[src/rtl/trap_pkg.sv]
package trap_pkg;
  localparam logic [3:0] EXT_IRQ_GROUP = 4'h1;
  localparam logic [7:0] HALT_TRAP_TT  = 8'h80;
  localparam int unsigned VEC_SHIFT    = 4;
  localparam int unsigned NPC_STEP     = 4;

  typedef enum logic [1:0] {
    DISP_TAKE  = 2'd0,
    DISP_HALT  = 2'd1,
    DISP_ERROR = 2'd2
  } disp_e;
endpackage

[src/rtl/trap_disposition.sv]
module trap_disposition
  import trap_pkg::*;
(
  input  logic       et,
  input  logic [7:0] tt,
  input  logic       cfg_halt,
  output disp_e      disp,
  output logic       ack_hit
);
  always_comb begin
    if (et)                                 disp = DISP_TAKE;
    else if (tt == HALT_TRAP_TT && cfg_halt) disp = DISP_HALT;
    else                                     disp = DISP_ERROR;
  end

  assign ack_hit = et && (tt[7:4] == EXT_IRQ_GROUP);
endmodule

[src/rtl/trap_window_step.sv]
module trap_window_step #(
  parameter  int NWIN = 8,
  localparam int CWPW = (NWIN > 1) ? $clog2(NWIN) : 1
) (
  input  logic [CWPW-1:0] cwp_in,
  output logic [CWPW-1:0] cwp_out
);
  localparam logic [CWPW-1:0] TOP_WIN = CWPW'(NWIN - 1);

  generate
    if ((1 << CWPW) == NWIN) begin : g_pow2
      assign cwp_out = cwp_in - CWPW'(1);
    end else begin : g_mod
      assign cwp_out = (cwp_in == '0) ? TOP_WIN : cwp_in - CWPW'(1);
    end
  endgenerate
endmodule

[src/rtl/trap_vector_calc.sv]
module trap_vector_calc
  import trap_pkg::*;
#(
  parameter int XLEN = 32
) (
  input  logic [XLEN-13:0] base,
  input  logic [7:0]       tt,
  output logic [XLEN-1:0]  tbr,
  output logic [XLEN-1:0]  npc
);
  assign tbr = {base, tt, {VEC_SHIFT{1'b0}}};
  assign npc = tbr + XLEN'(NPC_STEP);
endmodule

[src/rtl/trap_entry_seq.sv]
module trap_entry_seq
  import trap_pkg::*;
#(
  parameter  int NWIN = 8,
  parameter  int XLEN = 32,
  localparam int CWPW = (NWIN > 1) ? $clog2(NWIN) : 1
) (
  input  logic             clk,
  input  logic             rst_n,
  input  logic             req_valid,
  output logic             req_ready,
  input  logic [7:0]       req_type,
  input  logic [XLEN-1:0]  cur_pc,
  input  logic [XLEN-1:0]  cur_npc,
  input  logic             cur_et,
  input  logic             cur_s,
  input  logic [CWPW-1:0]  cur_cwp,
  input  logic [XLEN-13:0] cur_tbr_base,
  input  logic             cfg_shutdown_en,
  output logic             upd_valid,
  output logic [XLEN-1:0]  nxt_pc,
  output logic [XLEN-1:0]  nxt_npc,
  output logic             nxt_et,
  output logic             nxt_s,
  output logic             nxt_ps,
  output logic [CWPW-1:0]  nxt_cwp,
  output logic [XLEN-1:0]  nxt_tbr,
  output logic             win_we,
  output logic [CWPW-1:0]  win_cwp,
  output logic [XLEN-1:0]  win_l1_data,
  output logic [XLEN-1:0]  win_l2_data,
  output logic             ack_valid,
  output logic [3:0]       ack_level,
  output logic             error_mode,
  output logic             shutdown_req
);
  disp_e            disp;
  logic             ack_hit;
  logic [CWPW-1:0]  cwp_dec;
  logic [XLEN-1:0]  vec_tbr;
  logic [XLEN-1:0]  vec_npc;
  logic             accept;

  trap_disposition u_disp (
    .et       (cur_et),
    .tt       (req_type),
    .cfg_halt (cfg_shutdown_en),
    .disp     (disp),
    .ack_hit  (ack_hit)
  );

  trap_window_step #(.NWIN(NWIN)) u_win (
    .cwp_in  (cur_cwp),
    .cwp_out (cwp_dec)
  );

  trap_vector_calc #(.XLEN(XLEN)) u_vec (
    .base (cur_tbr_base),
    .tt   (req_type),
    .tbr  (vec_tbr),
    .npc  (vec_npc)
  );

  assign req_ready = !error_mode;
  assign accept    = req_valid && req_ready;

  always_ff @(posedge clk or negedge rst_n) begin
    if (!rst_n) begin
      upd_valid    <= 1'b0;
      nxt_pc       <= '0;
      nxt_npc      <= '0;
      nxt_et       <= 1'b0;
      nxt_s        <= 1'b0;
      nxt_ps       <= 1'b0;
      nxt_cwp      <= '0;
      nxt_tbr      <= '0;
      win_we       <= 1'b0;
      win_cwp      <= '0;
      win_l1_data  <= '0;
      win_l2_data  <= '0;
      ack_valid    <= 1'b0;
      ack_level    <= '0;
      error_mode   <= 1'b0;
      shutdown_req <= 1'b0;
    end else begin
      upd_valid    <= 1'b0;
      win_we       <= 1'b0;
      ack_valid    <= 1'b0;
      shutdown_req <= 1'b0;
      if (accept) begin
        unique case (disp)
          DISP_TAKE: begin
            upd_valid   <= 1'b1;
            nxt_et      <= 1'b0;
            nxt_ps      <= cur_s;
            nxt_s       <= 1'b1;
            nxt_cwp     <= cwp_dec;
            nxt_tbr     <= vec_tbr;
            nxt_pc      <= vec_tbr;
            nxt_npc     <= vec_npc;
            win_we      <= 1'b1;
            win_cwp     <= cwp_dec;
            win_l1_data <= cur_pc;
            win_l2_data <= cur_npc;
            if (ack_hit) begin
              ack_valid <= 1'b1;
              ack_level <= req_type[3:0];
            end
          end
          DISP_HALT:  shutdown_req <= 1'b1;
          default:    error_mode   <= 1'b1;
        endcase
      end
    end
  end
endmodule

[config.mk]
export PLATFORM = sky130hd
export DESIGN_NAME = trap_entry_seq
export DESIGN_NICKNAME = d
export VERILOG_FILES = /design/src/rtl/trap_pkg.sv /design/src/rtl/trap_disposition.sv /design/src/rtl/trap_window_step.sv /design/src/rtl/trap_vector_calc.sv /design/src/rtl/trap_entry_seq.sv
export SDC_FILE = /design/constraint.sdc
export NUM_CORES = 1
export LEC_CHECK = 0
export BUFFER_PORTS_ARGS = -buffer_cell sky130_fd_sc_hd__buf_2
export CAP_MARGIN = 20
export CELL_PAD_IN_SITES_DETAIL_PLACEMENT = 0
export CELL_PAD_IN_SITES_GLOBAL_PLACEMENT = 1
export CORE_MARGIN = 8
export CORE_UTILIZATION = 37
export DETAILED_ROUTE_END_ITERATION = 16
export GPL_TIMING_DRIVEN = 0
export PLACE_DENSITY_LB_ADDON = 0.1
export SYNTH_ARGS = -nofsm -noshare
export SYNTH_HDL_FRONTEND = slang
export SYNTH_HIERARCHICAL = 1
export SYNTH_SLANG_ARGS = --single-unit
[constraint.sdc]
create_clock -name clk -period 2.1 [get_ports clk]
set_clock_uncertainty 0.2 [all_clocks]
set_input_delay 0.42 -clock clk [delete_from_list [all_inputs] [get_ports clk]]
set_output_delay 0.42 -clock clk [all_outputs]
set_load 0.005 [all_outputs]
; ---- After elaboration in Yosys (flattened, before gate mapping)
; Cells that the tools add are included.
; Widths: inputs -> output; s select.
[totals]
out_inout_bits = 179
memories = 0
word_cells = 36
mem_bits_rw = 0
mem_bits_ro = 0
input_bits = 101
latchBits = 0
ff_bits = 137
[classes]
n_mux = 9
add_sub_neg = 2
n_mul = 0
n_div = 0
eq_ne = 3
shifts = 0
n_reduce_logical = 9
order_cmp = 0
bitwise_logic = 1
[ops]
columns = operator, count
row1 = $add 32x3->32 const B, 1
row2 = $eq 8x8->1 const B, 1
row3 = $mux 1, 7
row4 = $eq 4x1->1 const B, 1
row5 = $mux 2, 2
row6 = $reduce_and 2->1, 2
row7 = $logic_and 1x1->1, 3
row8 = $reduce_and 3->1, 1
row9 = $sub 3x1->3 const B, 1
row10 = $eq 2x1->1 const B, 1
row11 = $logic_not 2->1, 1
row12 = $reduce_or 2->1, 1
row13 = $logic_not 1->1, 1
row14 = $not 1->1, 1

; ---- Depth between registers and ports, before layout
[logic_depth]
depth_word = 8
mapped_depth = 7
mapped_depth_nobuf = 5

; ---- Modules after synthesis
; Netlist, hierarchy kept.
[modules_own_cells]
columns = module, seq_area_each_um2, instances, area_each_um2, cells_each
row1 = trap_entry_seq, 3528.4, 1, 5514.0, 338
row2 = trap_vector_calc, 0.0, 1, 488.0, 66
row3 = trap_disposition, 0.0, 1, 56.3, 8
row4 = trap_window_step, 0.0, 1, 32.5, 5

; ---- Least setup slack after synthesis
; No wires, ideal clock.
[synth_path]
path_type = input -> register
from = input req_type[1]
to = register nxt_npc[0]
setup_time_ps = 125
arrival_time_ps = 2280
slack_ps = -504
path_buffers = 3
required_time_ps = 1775
path_stages = 7
cell_sequence = or4b_4 > o31a_1 > nor4b_2 > buf_4 > buf_6 > buf_6 > mux2_2
[synth_between]
elab_chain_cells = 6
[synth_rtl]
columns = item, line_no
row1 = from (decl), trap_entry_seq.sv:12  ; input logic [7:0] req_type,
row2 = $eq 8x8->1, trap_disposition.sv:12  ; else if (tt == HALT_TRAP_TT && cfg_halt) disp = DISP_HALT;
row3 = $logic_and 1x1->1, trap_disposition.sv:12
row4 = $mux 2, trap_disposition.sv:12
row5 = $mux 2, trap_disposition.sv:11  ; if (et) disp = DISP_TAKE;
row6 = via disp[1], trap_entry_seq.sv:37  ; disp_e disp;
row7 = $logic_not 2->1, trap_entry_seq.sv:91  ; unique case (disp)
row8 = $reduce_and 2->1 (no line), n/a
row9 = to (signal assigned), trap_entry_seq.sv:100  ; nxt_npc <= vec_npc;
row10 = to (decl), trap_entry_seq.sv:22  ; output logic [XLEN-1:0] nxt_npc,
; The timed path passes the listed nets, and every way through them passes these cells.
; A chain may end at the register's enable or synchronous reset.

; ---- Worst setup path after layout
[layout_path]
from = input req_type[1]
to = register nxt_npc[20]
; Same word-level chain as after synthesis.

==> impl_metrics.json <==
{
  "status": "finished, violations left",
  "violations": "setup timing",
  "synth_cell_types": 20,
  "post-dp-hpwl_um": 12550,
  "rows": 47,
  "fill_cells": 1411,
  "syn_to_final_growth_pct": 51.81,
  "synth_flop_cell": "dfrtp_1",
  "die_w_um": 144.3,
  "start_util_pct": 37.26,
  "syn_area_um2": 6091,
  "clkSinkCount": 141,
  "synth_top_area_share_pct": 57.93,
  "nets": 823,
  "worst_hold_slack_ps": 39.37,
  "grt_max_degree": 76,
  "yosysWarnings": 6,
  "finalHoldViolCount": 0,
  "cap_violations": 0,
  "worst_slack_ps": -324.3,
  "min_from": "cur_pc[19]",
  "grt_usage_pct": 16.98,
  "synth-seq-cells": 141,
  "irDropWorstVdd_uv": 480.8,
  "die_h_um": 144.3,
  "synth_most_common_cell": "dfrtp_1",
  "cts_root_buf": "clkbuf_16",
  "critPathRequiredTime_ps": 2180,
  "clkLatencyLatePin_ps": 400,
  "drive_gt1_share_pct": 77.08,
  "finalSetupViolCount": 138,
  "worstPathMaxFanout": 7,
  "core-area_um2": 16350,
  "h-tree-depth": 4,
  "grt_overflow": 0,
  "period_minus_slack_ps": 2424,
  "grt_pass1_vias": 4614,
  "drt-vias-per-instance": 4.345,
  "wl_um": 17610,
  "synth_seq_area_share_pct": 57.93,
  "worstReg2RegEnd": "nxt_npc[20]",
  "grt_setup_unrepaired": "yes",
  "critPathKind": "in -> reg",
  "slew_headroom_pct": 56.22,
  "synth_common_cells": "dfrtp_1, mux2_2, buf_4, buf_2",
  "power_density_nw_per_um2": 691.5,
  "netlist_top_cells_area": "dfrtp_1, mux2_2, buf_4, buf_6, mux2_1",
  "setup_tns_ps": -33440,
  "grt_pass1_wl_um": 26660,
  "yosysTopAreaCell": "dfrtp_1",
  "min_to": "win_l1_data[19]",
  "cts_max_path_buffers": 2,
  "critical_path.endpoint_type": "flip-flop",
  "rrSetupSlack_ps": 170,
  "slew_viol_final": 0,
  "p_leak_nw": 5.196,
  "ant_nets": 0,
  "wl_per_cell_um": 18.46,
  "start_kind": "input pin",
  "drt-initial-drc-count": 135,
  "remaining_drc_errors": 0,
  "cts_buffers": 17,
  "place_congestion": 0.7833,
  "reg2reg_depth": 6,
  "die_area_um2": 20820,
  "hold_depth": 2,
  "worst_pin_slew_ps": 656.8,
  "arrival_ps": 2510,
  "clk_pin_slew_ps": 60,
  "synthCells": 417,
  "io_buffers": 258,
  "antenna_found_initial": 2,
  "routed-via-count": 4145,
  "syn_area_per_cell_um2": 14.61,
  "clock.fmax_ghz": 0.4125,
  "rr_startpoint": "error_mode",
  "synth_edf_count": 0,
  "hp-class": "in -> reg",
  "period_share_pct": 115.4,
  "synthArstFlopShare_pct": 100.0,
  "cts_tree": "built",
  "first_pass_iters": 5,
  "ios": 280
}
==> worst max path at each step <==
stage | start | to | depth (start not counted)
3_3_place_gp | rst_n | win_l2_data[19] | 1
6_report | req_type[1] | nxt_npc[20] | 9
3_5_place_dp | req_type[1] | nxt_tbr[25] | 8
2_1_floorplan | req_type[1] | nxt_npc[0] | 7
4_1_cts | req_type[3] | nxt_npc[20] | 9
5_1_grt | req_type[1] | nxt_npc[20] | 9
==> state kept, by name (all words and copies together), names as in the netlist <==
| register | flops |
|---|---|
| nxt_s | 1 |
| win_cwp | 3 |
| nxt_tbr | 32 |
| nxt_ps | 1 |
| shutdown_req | 1 |
| ack_valid | 1 |
| win_l2_data | 32 |
| error_mode | 1 |
| win_l1_data | 32 |
| ack_level | 4 |
| nxt_npc | 32 |
| win_we | 1 |
==> worst max-delay path, stage by stage <==
cell and delay [ps]:
buf_8 90, or4b_4 540, o31a_1 300, nor4b_4 310
buf_6 170, buf_12 150, buf_8 130, buf_6 110
mux2_4 290
==> cells by family after synthesis <==
logic type | share of synthesized area (%)
flops | 57.93
buf+inv | 14.71
mux | 25.14
compound gates | 0.1438
fa+ha+maj | 0.2054
xor+xnor | 0.1438
simple gates | 1.541
other cells | 0.1849
==> metrics by stage <==
step           worst slack [ps]  utilization [%]  total power [W]  std cells  cell area, um^2
2_1_floorplan            -454.9                -         0.003152        423             6136
3_3_place_gp              -1595            47.11         0.003442        901             7702
3_5_place_dp             -835.3            47.32         0.003466        902             7736
4_1_cts                  -326.1            55.23         0.006474        946             9029
5_1_grt                  -379.0            56.54         0.006663        953             9244
6_report                 -324.3            56.56         0.006394        954             9246
==> cell usage in the layout (no fill, tap or decap) <==
cell,count
clkinvlp_4,1
dlygate4sd3_1,1
buf_12,13
clkbuf_8,3
buf_16,4
buf_4,107
clkinv_2,4
or2_2,2
buf_6,4
nor4b_4,1
nand2_4,1
or4b_4,1
buf_2,255
o31a_1,1
diode_2,1
dfrtp_1,141
nand2_1,3
clkbuf_1,4
conb_1,9
bufinv_16,2
nor3_1,1
nor4bb_1,1
nor4_4,1
buf_8,6
clkbuf_16,22
ha_1,1
inv_2,1
mux2_4,110
mux2_2,26
or3b_4,1
inv_1,5
xor2_1,1
==> timing repair <==
item	CTS	global route
gates cloned	4	5
buffers inserted	8	2
pin swaps	3	3
resized for setup	151	19
endpoints found under the hold margin	66	0
hold buffers	1	0
setup endpoints to repair	138	139
==> area by class of cell <==
class                   instances  area [um^2]  area share [%]
flip-flops and latches        141         3528           38.16
multi-input cells             160         2128           23.02
repair buffers                279         1685           18.23
plain buffers                 116         1035           11.19
clock buffers                  24        481.7           5.210
well taps                     220        275.3           2.977
clock inverters                 7        87.58          0.9472
inverters                       6        22.52          0.2436
diodes                          1        2.502         0.02706
==> report_power, final <==
group / leakage (nW) / switching [W] / internal, W
Combinational: 3.02 / 0.000219 / 0.000378
Clock: 0.280 / 0.00109 / 0.00183
Sequential: 1.89 / 0.0000625 / 0.00282
Total: 5.20 / 0.00137 / 0.00503
==> per-layer routing <==
| metal | global-route usage [%] | share of wire, % | wire [um] |
|---|---|---|---|
| met1 | 18.60 | 37 | 6526 |
| met2 | 28.60 | 51 | 8986 |
| met3 | 7.956 | 10 | 1846 |
| met4 | 5.422 | 1.3 | 227 |
| met5 | 0 | 0.15 | 27 |
Note: power is estimated with default switching activity, not from simulation.
